--- src/rtl/sram_tmg_pkg.sv ---
package sram_tmg_pkg;

    localparam int REG_W    = 32;
    localparam int SETUP_W  = 2;
    localparam int WAIT_W   = 4;
    localparam int SETUP_LO = 11;
    localparam int WAIT_LO  = 7;
    localparam int SETUP_HI = SETUP_LO + SETUP_W - 1;
    localparam int WAIT_HI  = WAIT_LO + WAIT_W - 1;
    localparam int MAX_WAIT = 24;
    localparam int LAST_OK  = 12;
    localparam int CYC_W    = $clog2(MAX_WAIT + 1);
    localparam int TICK_W   = $clog2(2 * (MAX_WAIT + 1) + 1);

    typedef enum logic [1:0] {
        ST_IDLE,
        ST_SETUP,
        ST_STROBE,
        ST_DONE
    } seq_state_e;

    typedef struct packed {
        logic [SETUP_W-1:0] setup;
        logic [WAIT_W-1:0]  waitc;
    } tmg_cfg_t;

    localparam tmg_cfg_t CFG_RESET = '{setup: 2'd0, waitc: 4'd10};

    function automatic logic code_bad(input logic [WAIT_W-1:0] c);
        return c > WAIT_W'(LAST_OK);
    endfunction

    function automatic logic [CYC_W-1:0] wait_cycles(input logic [WAIT_W-1:0] c);
        logic [CYC_W-1:0] r;
        if (c <= 4'd6) r = CYC_W'(c);
        else begin
            case (c)
                4'd7:    r = CYC_W'(8);
                4'd8:    r = CYC_W'(10);
                4'd9:    r = CYC_W'(12);
                4'd10:   r = CYC_W'(14);
                4'd11:   r = CYC_W'(18);
                default: r = CYC_W'(MAX_WAIT);
            endcase
        end
        return r;
    endfunction

    // counter preload: ticks spent = preload + 1
    function automatic logic [TICK_W-1:0] setup_preload(input logic [SETUP_W-1:0] s);
        return TICK_W'({s, 1'b0});
    endfunction

    function automatic logic [TICK_W-1:0] strobe_preload(input logic [WAIT_W-1:0] c);
        return TICK_W'({wait_cycles(c), 1'b0}) + TICK_W'(1);
    endfunction

endpackage

--- src/rtl/sram_tmg_regs.sv ---
module sram_tmg_regs
    import sram_tmg_pkg::*;
(
    input  logic             clk,
    input  logic             rst,
    input  logic             we,
    input  logic [REG_W-1:0] wdata,
    output logic [REG_W-1:0] rdata,
    output tmg_cfg_t         cfg,
    output logic             err
);

    tmg_cfg_t cfg_q;
    logic     err_q;

    always_ff @(posedge clk) begin
        if (rst) begin
            cfg_q <= CFG_RESET;
            err_q <= 1'b0;
        end else if (we) begin
            cfg_q.setup <= wdata[SETUP_HI:SETUP_LO];
            cfg_q.waitc <= wdata[WAIT_HI:WAIT_LO];
            if (code_bad(wdata[WAIT_HI:WAIT_LO])) err_q <= 1'b1;
        end
    end

    always_comb begin
        rdata                    = '0;
        rdata[SETUP_HI:SETUP_LO] = cfg_q.setup;
        rdata[WAIT_HI:WAIT_LO]   = cfg_q.waitc;
    end

    assign cfg = cfg_q;
    assign err = err_q;

    a_r6_err_sticky: assert property (@(posedge clk) disable iff (rst)
        err_q |=> err_q);
    a_r6_err_on_bad: assert property (@(posedge clk) disable iff (rst)
        (we && wdata[WAIT_HI:WAIT_LO] > 4'd12) |=> err_q);
    a_r2_field_kept: assert property (@(posedge clk) disable iff (rst)
        we |=> (rdata[WAIT_HI:WAIT_LO] == $past(wdata[WAIT_HI:WAIT_LO])));

endmodule

--- src/rtl/sram_tmg_fsm.sv ---
module sram_tmg_fsm
    import sram_tmg_pkg::*;
#(
    parameter int ADDR_W = 24
) (
    input  logic              clk,
    input  logic              rst,
    input  tmg_cfg_t          cfg,
    input  logic              req,
    input  logic              req_write,
    input  logic [ADDR_W-1:0] req_addr,
    output logic [ADDR_W-1:0] mem_addr,
    output logic              mem_cs,
    output logic              mem_rd,
    output logic              mem_we,
    output logic              done
);

    seq_state_e        state_q;
    logic [TICK_W-1:0] cnt_q;
    logic [TICK_W-1:0] hold_q;
    logic              wr_q;
    logic [ADDR_W-1:0] addr_q;
    logic              strobe;

    always_ff @(posedge clk) begin
        if (rst) begin
            state_q <= ST_IDLE;
            cnt_q   <= '0;
            hold_q  <= '0;
            wr_q    <= 1'b0;
            addr_q  <= '0;
        end else begin
            case (state_q)
                ST_IDLE: if (req) begin
                    state_q <= ST_SETUP;
                    cnt_q   <= setup_preload(cfg.setup);
                    hold_q  <= strobe_preload(cfg.waitc);
                    wr_q    <= req_write;
                    addr_q  <= req_addr;
                end
                ST_SETUP: begin
                    if (cnt_q == '0) begin
                        state_q <= ST_STROBE;
                        cnt_q   <= hold_q;
                    end else cnt_q <= cnt_q - 1'b1;
                end
                ST_STROBE: begin
                    if (cnt_q == '0) state_q <= ST_DONE;
                    else             cnt_q   <= cnt_q - 1'b1;
                end
                default: state_q <= ST_IDLE;
            endcase
        end
    end

    assign strobe   = (state_q == ST_STROBE);
    assign mem_cs   = (state_q == ST_SETUP) || strobe;
    assign mem_rd   = strobe && !wr_q;
    assign mem_we   = strobe && wr_q;
    assign done     = (state_q == ST_DONE);
    assign mem_addr = addr_q;

    a_r7_one_strobe: assert property (@(posedge clk) disable iff (rst)
        !(mem_rd && mem_we));
    a_r3_strobe_in_cs: assert property (@(posedge clk) disable iff (rst)
        (mem_rd || mem_we) |-> mem_cs);
    a_r8_done_single: assert property (@(posedge clk) disable iff (rst)
        done |=> !done);
    a_r8_done_at_release: assert property (@(posedge clk) disable iff (rst)
        $fell(strobe) |-> (done && !mem_cs));
    a_r7_addr_steady: assert property (@(posedge clk) disable iff (rst)
        (mem_cs && $past(mem_cs)) |-> $stable(mem_addr));

endmodule

--- src/rtl/sram_tmg_seq.sv ---
module sram_tmg_seq
    import sram_tmg_pkg::*;
#(
    parameter int ADDR_W = 24
) (
    input  logic              clk,
    input  logic              rst,
    input  logic              cfg_we,
    input  logic [31:0]       cfg_wdata,
    output logic [31:0]       cfg_rdata,
    output logic              cfg_err,
    input  logic              req,
    input  logic              req_write,
    input  logic [ADDR_W-1:0] req_addr,
    output logic [ADDR_W-1:0] mem_addr,
    output logic              mem_cs,
    output logic              mem_rd,
    output logic              mem_we,
    output logic              done
);

    tmg_cfg_t cfg;

    sram_tmg_regs i_regs (
        .clk   (clk),
        .rst   (rst),
        .we    (cfg_we),
        .wdata (cfg_wdata),
        .rdata (cfg_rdata),
        .cfg   (cfg),
        .err   (cfg_err)
    );

    sram_tmg_fsm #(.ADDR_W(ADDR_W)) i_fsm (
        .clk       (clk),
        .rst       (rst),
        .cfg       (cfg),
        .req       (req),
        .req_write (req_write),
        .req_addr  (req_addr),
        .mem_addr  (mem_addr),
        .mem_cs    (mem_cs),
        .mem_rd    (mem_rd),
        .mem_we    (mem_we),
        .done      (done)
    );

endmodule

--- config.mk ---
export PLATFORM = sky130hd
export DESIGN_NAME = sram_tmg_seq
export DESIGN_NICKNAME = d
export VERILOG_FILES = /design/src/rtl/sram_tmg_pkg.sv /design/src/rtl/sram_tmg_regs.sv /design/src/rtl/sram_tmg_fsm.sv /design/src/rtl/sram_tmg_seq.sv
export SDC_FILE = /design/constraint.sdc
export NUM_CORES = 1
export LEC_CHECK = 0
export BUFFER_PORTS_ARGS = -buffer_cell sky130_fd_sc_hd__buf_4
export CORE_MARGIN = 8
export CORE_UTILIZATION = 37
export DETAILED_ROUTE_END_ITERATION = 12
export PLACE_DENSITY = 0.72
export SLEW_MARGIN = 40
export SYNTH_ARGS = -nofsm -noshare
export SYNTH_HDL_FRONTEND = slang
export SYNTH_SLANG_ARGS = --single-unit
--- constraint.sdc ---
create_clock -name clk -period 1.8 [get_ports clk]
set_input_delay 0.27 -clock clk [delete_from_list [all_inputs] [get_ports clk]]
set_output_delay 0.27 -clock clk [all_outputs]
set_load 0.02 [all_outputs]
==> flow_summary.yaml, run 1 <==
global_route:
  grt_pass1_vias: 2208
  grt_max_degree: 33
  grt_overflow: 0
  antenna_found_initial: 0
  grt_pass1_wl_um: 9960
  track_usage: 0.136
setup_path:
  startpoint_type: "flop"
  worstPathRequired_ps: 1980
  worstPathArrival_ps: 1900
  cp_max_fo: 5
  crit_path_end_kind: "flop"
  path_class: "flop to flop"
  rr_worst_depth: 6
place:
  place_hpwl_um: 4600
  dpl_worst_slack_ps: 43.3
  dp_cells: 439
  io_buffers: 69
  gp_congestion: 0.956
sta:
  max_freq_mhz: 583
  finalSetupTns_ps: 0
  hold_viol_final: 0
  min_period_ps: 1720
  fin_ws_ps: 83.3
  setup_viol_count_final: 0
  worst_clock_skew_ps: 5.73
  fin_crit_sh: 0.954
  rsz0062_at_grt: "no"
  report.final.slew_viol_count: 0
floorplan:
  io_pins: 122
  die-area_sq_um: 9080
  core-area_sq_um: 6200
  die_h_um: 95.3
  die_w_um: 95.3
  num_rows: 29
  start_util: 0.375
drt:
  drc: 0
  drt-vias-per-instance: 4.78
  via_count: 2135
  postRouteAntennaNets: 0
  drt-total-wl_um: 6030
  drtPass1Iterations: 4
  wl_per_cell_um: 13.5
  drt_iter0_drc: 220
cells_and_area:
  drive_above_1_share: 0.284
  nNetsFinal: 437
  area_delta_synth_final_pct: 31.0
  finalNonFillerCells: 447
  fillers: 616
  regArea_sq_um: 923
  antenna_cells: 0
  multiInputGateArea_sq_um: 1220
pwr:
  p_leak_nw: 1.38
  worst_ir_drop_vdd_mv: 0.673
  power_density_nw_per_um2: 1360
hold_path:
  holdPathStages: 3
  hold_path.class: "primary input to flop"
status:
  status: "finished, final reports clean"
clock_tree:
  clockRootBuffer: "clkbuf_8"
  cts_tree: "done"
  clk_latency_ps: 300
  post_cts_resized: 0
  postCtsSetupBuffers: 0
  cts.sinks: 46
  path_clk_slew_ps: 80
  htree_levels: 2
  clockBufferDepth: 2
  hold_buffers: 0
  numCtsBuffers: 5
synthesis:
  syn_area_sq_um: 2330
  yosysMostFrequentCell: "nand2_1"
  syn_avg_cell_area_sq_um: 7.94
  ys_async_sr_fraction: 0
  yosysWarnings: 0
  seq_area_frac_synth: 0.396
  synth_edf_count: 0
  synth_top_area_cell: "dfxtp_1"
  synth_ff_type: "dfxtp_1"
  synth_cells: 293
  synth.cells.most_frequent: "nand2_1, dfxtp_1, a21oi_1, buf_4, clkbuf_1"
  synth_top_area_frac: 0.396
  synth_seq_cells: 46
  synth_area_leaders: "dfxtp_1, nand2_1, buf_4"
  yosysUniqueCellTypes: 48
run:
  cap_violations: 0
## stage by stage
stage	utilization	hold slack [ps]	area, sq um	power (mW)
global placement	0.470	436	2910	3.34
finish	0.491	200	3050	4.16
CTS	0.487	186	3020	4.16
detailed placement	0.470	440	2910	3.38
global route	0.491	205	3050	4.48
floorplan	-	400	2420	2.63
## cells by family (layout without fill, tap and decap cells)
kind of cell | after synthesis | in the layout | share of synthesized area
xor+xnor | 2 | 2 | 0.00753
other cells | 1 | 26 | 0.00161
simple gates | 116 | 116 | 0.233
fa+ha+maj | 7 | 7 | 0.0376
flops | 46 | 46 | 0.396
compound gates | 60 | 60 | 0.158
mux | 8 | 8 | 0.0349
buf+inv | 53 | 105 | 0.131
## state kept, by name, indices dropped and copies added, names as in the netlist
signal,count
i_fsm.cnt_q,6
i_regs.err,1
i_fsm.mem_addr,24
i_fsm.wr_q,1
i_fsm.hold_q,6
i_regs.cfg,6
i_fsm.state_q,2
## metal layers
metal  global-route usage  share of wire  up-vias
li1                     -              -     1090
met2                0.236           0.49       71
met4               0.0468          0.014        0
met5                    0              0        -
met1                0.149           0.41      965
met3               0.0488          0.087        9
## power by group
part           internal, mW  switching [mW]
registers              1.20           0.126
logic                 0.900            1.17
clock network         0.416           0.342
## layout by cell type, fill, tap and decap left out, drive strengths merged, types with 2 or more instances in the layout
master,count
or4,3
a311oi,3
nand2,67
ha,7
dfxtp,46
o2111ai,2
buf,86
a211o,2
o21ai,8
or2,2
conb,26
xnor2,2
nor3,3
o211ai,3
inv,11
or3,2
and2,2
a21oi,32
nand3,7
nor2b,4
nor2,12
and3,2
nor3b,2
clkbuf,7
nand2b,3
nand4,2
mux2i,7
## cell type report
class                           instances  area share
Timing Repair Buffer                   86       0.216
Inverter                               11      0.0135
Clock inverter                          1     0.00985
Clock buffer                            7      0.0250
Sequential cell                        46       0.303
Tap cell                               77      0.0316
Multi-Input combinational cell        219       0.401
## critical path, cell delays in order (launching register included)
cell	delay (ps)
dfxtp_1	320
inv_1	90
ha_2	180
or3b_4	400
or3_1	320
a32oi_1	190
o211ai_1	110
## path summary, 6_finish.rpt
| check | start | end | slack, ps |
|---|---|---|---|
| setup / recovery | i_fsm.cnt_q[0] | i_fsm.cnt_q[1] | 80 |
| hold / removal | cfg_wdata[8] | i_regs.cfg[1] | 200 |
| setup reg to reg | i_fsm.cnt_q[0] | i_fsm.cnt_q[1] | 80 |
| hold reg to reg | i_regs.err | i_regs.err | 450 |
No activity file was read; power rests on OpenSTA's default activity.
==> inputs of run 2 (changes only) <==
- CORE_UTILIZATION: 37 -> 30
- PLACE_DENSITY: 0.72 -> 0.61
==> run 2 against run 1 <==
Clock skew fell by 3.3 ps. Total power fell by 2.4%. Combinational power fell by 2%. Critical path depth did not move. Sequential share of layout area barely moved. Routed wire length rose by 2.7%. Global-route usage fell by 2.1 points. Final cell count rose by 5.4%. Fmax fell by 0.43%. Design area rose by 0.25%. First-iteration DRC count fell by 51%. Clock power fell by 5.9%. Critical path type unchanged.
==> flow_summary.yaml, run 2 (synthesized netlist as in run 1, its figures left out) <==
clock_tree:
  path_clk_slew_ps: 90
  htree_levels: 2
  cts_tree: "done"
  clockRootBuffer: "clkbuf_8"
  numCtsBuffers: 5
  cts.sinks: 46
  clockBufferDepth: 2
  clk_latency_ps: 290
global_route:
  track_usage: 0.115
  grt_overflow: 0
  gr-usage-met2: 0.192
  grt_pass1_wl_um: 10600
  grt_pass1_vias: 2210
  antenna_found_initial: 0
  met1_usage: 0.133
  busiest_layer: "met2"
  met3_usage: 0.0496
  grt_max_degree: 30
sta:
  fin_ws_ps: 75.9
  worst_clock_skew_ps: 2.44
  hold_viol_final: 0
  setup_viol_count_final: 0
  report.final.slew_viol_count: 0
  finalSetupTns_ps: 0
  min_period_ps: 1720
  rsz0062_at_grt: "no"
  max_freq_mhz: 580
  fin_crit_sh: 0.958
floorplan:
  die_h_um: 104
  die_w_um: 104
  start_util: 0.306
  num_rows: 32
  io_pins: 122
  core-area_sq_um: 7610
  die-area_sq_um: 10800
setup_path:
  worstPathArrival_ps: 1900
  cp_max_fo: 5
  path_class: "flop to flop"
  worstPathRequired_ps: 1980
  crit_path_end_kind: "flop"
  startpoint_type: "flop"
cells_and_area:
  largest_register_ffs: 24
  final_util: 0.402
  drive_above_1_share: 0.287
  final_common_cell: "buf_4"
  antenna_cells: 0
  final_cell_mix: "buf_4, nand2_1, dfxtp_1"
  area_delta_synth_final_pct: 31.3
  nNetsFinal: 436
  finalNonFillerCells: 471
pwr:
  power_density_nw_per_um2: 1330
  total_power_mw: 4.06
  worst_ir_drop_vdd_mv: 0.448
  p_leak_nw: 1.38
drt:
  drt-total-wl_um: 6200
  drt-vias-per-instance: 4.61
  drtPass1Iterations: 4
  postRouteAntennaNets: 0
  wl_per_cell_um: 13.2
  drt_iter0_drc: 107
  via_count: 2173
  drc: 0
place:
  dp_cells: 462
  gp_congestion: 0.825
  io_buffers: 69
  dpl_worst_slack_ps: 31.0
  place_hpwl_um: 4680
run:
  cap_violations: 0
hold_path:
  hold_path.class: "primary input to flop"
status:
  status: "finished, final reports clean"
==> run 2: critical path: stages, from the launching register on <==
cell	delay, ps
dfxtp_2	330
inv_2	50
ha_2	180
or3b_4	420
or3_1	360
a32oi_1	180
o211ai_1	90
==> run 2: through the flow <==
| step | cell area, sq um | hold WS, ps |
|---|---|---|
| 5_1_grt | 3060 | 204 |
| 2_1_floorplan | 2420 | 400 |
| 4_1_cts | 3040 | 192 |
| 3_5_place_dp | 2930 | 441 |
| 3_3_place_gp | 2930 | 437 |
| 6_report | 3060 | 204 |
==> run 2: report_power, final <==
| group | total, mW | internal [mW] | leakage, nW | switching [mW] |
|---|---|---|---|---|
| Clock | 0.712 | 0.353 | 0.0544 | 0.359 |
| Sequential | 1.33 | 1.20 | 0.379 | 0.123 |
| Combinational | 2.02 | 0.864 | 0.942 | 1.16 |
| Total | 4.06 | 2.42 | 1.38 | 1.64 |
==> run 2: final cells by class <==
type	instances	area, sq um
Timing Repair Buffer	85	651
Fill cell	841	4550
Tap cell	102	128
Sequential cell	46	925
Clock inverter	1	8.76
Multi-Input combinational cell	219	1210
Clock buffer	7	96.3
Inverter	11	41.3
==> run 2: worst paths after layout <==
kind                                      from             end  depth (start not counted)  slack [ps]
worst max-delay path            i_fsm.cnt_q[1]  i_fsm.cnt_q[1]                          6          80
worst min-delay path              cfg_wdata[8]   i_regs.cfg[1]                          3         200
worst max register to register  i_fsm.cnt_q[1]  i_fsm.cnt_q[1]                          6          80
worst min register to register      i_regs.err      i_regs.err                          2         450
==> run 2: timing repair <==
action,4_1_cts,5_1_grt
setup buffers,0,1
setup endpoints to repair,0,8
hold buffers,0,0
gates resized for setup,0,9
==> run 2: routing by layer <==
| metal | vias up | wire length (um) | part of all wire |
|---|---|---|---|
| li1 | 1091 | - | - |
| met1 | 1001 | 2680 | 0.43 |
| met2 | 77 | 2900 | 0.47 |
| met3 | 4 | 582 | 0.094 |
| met4 | 0 | 34 | 0.0055 |
| met5 | - | 0 | 0 |
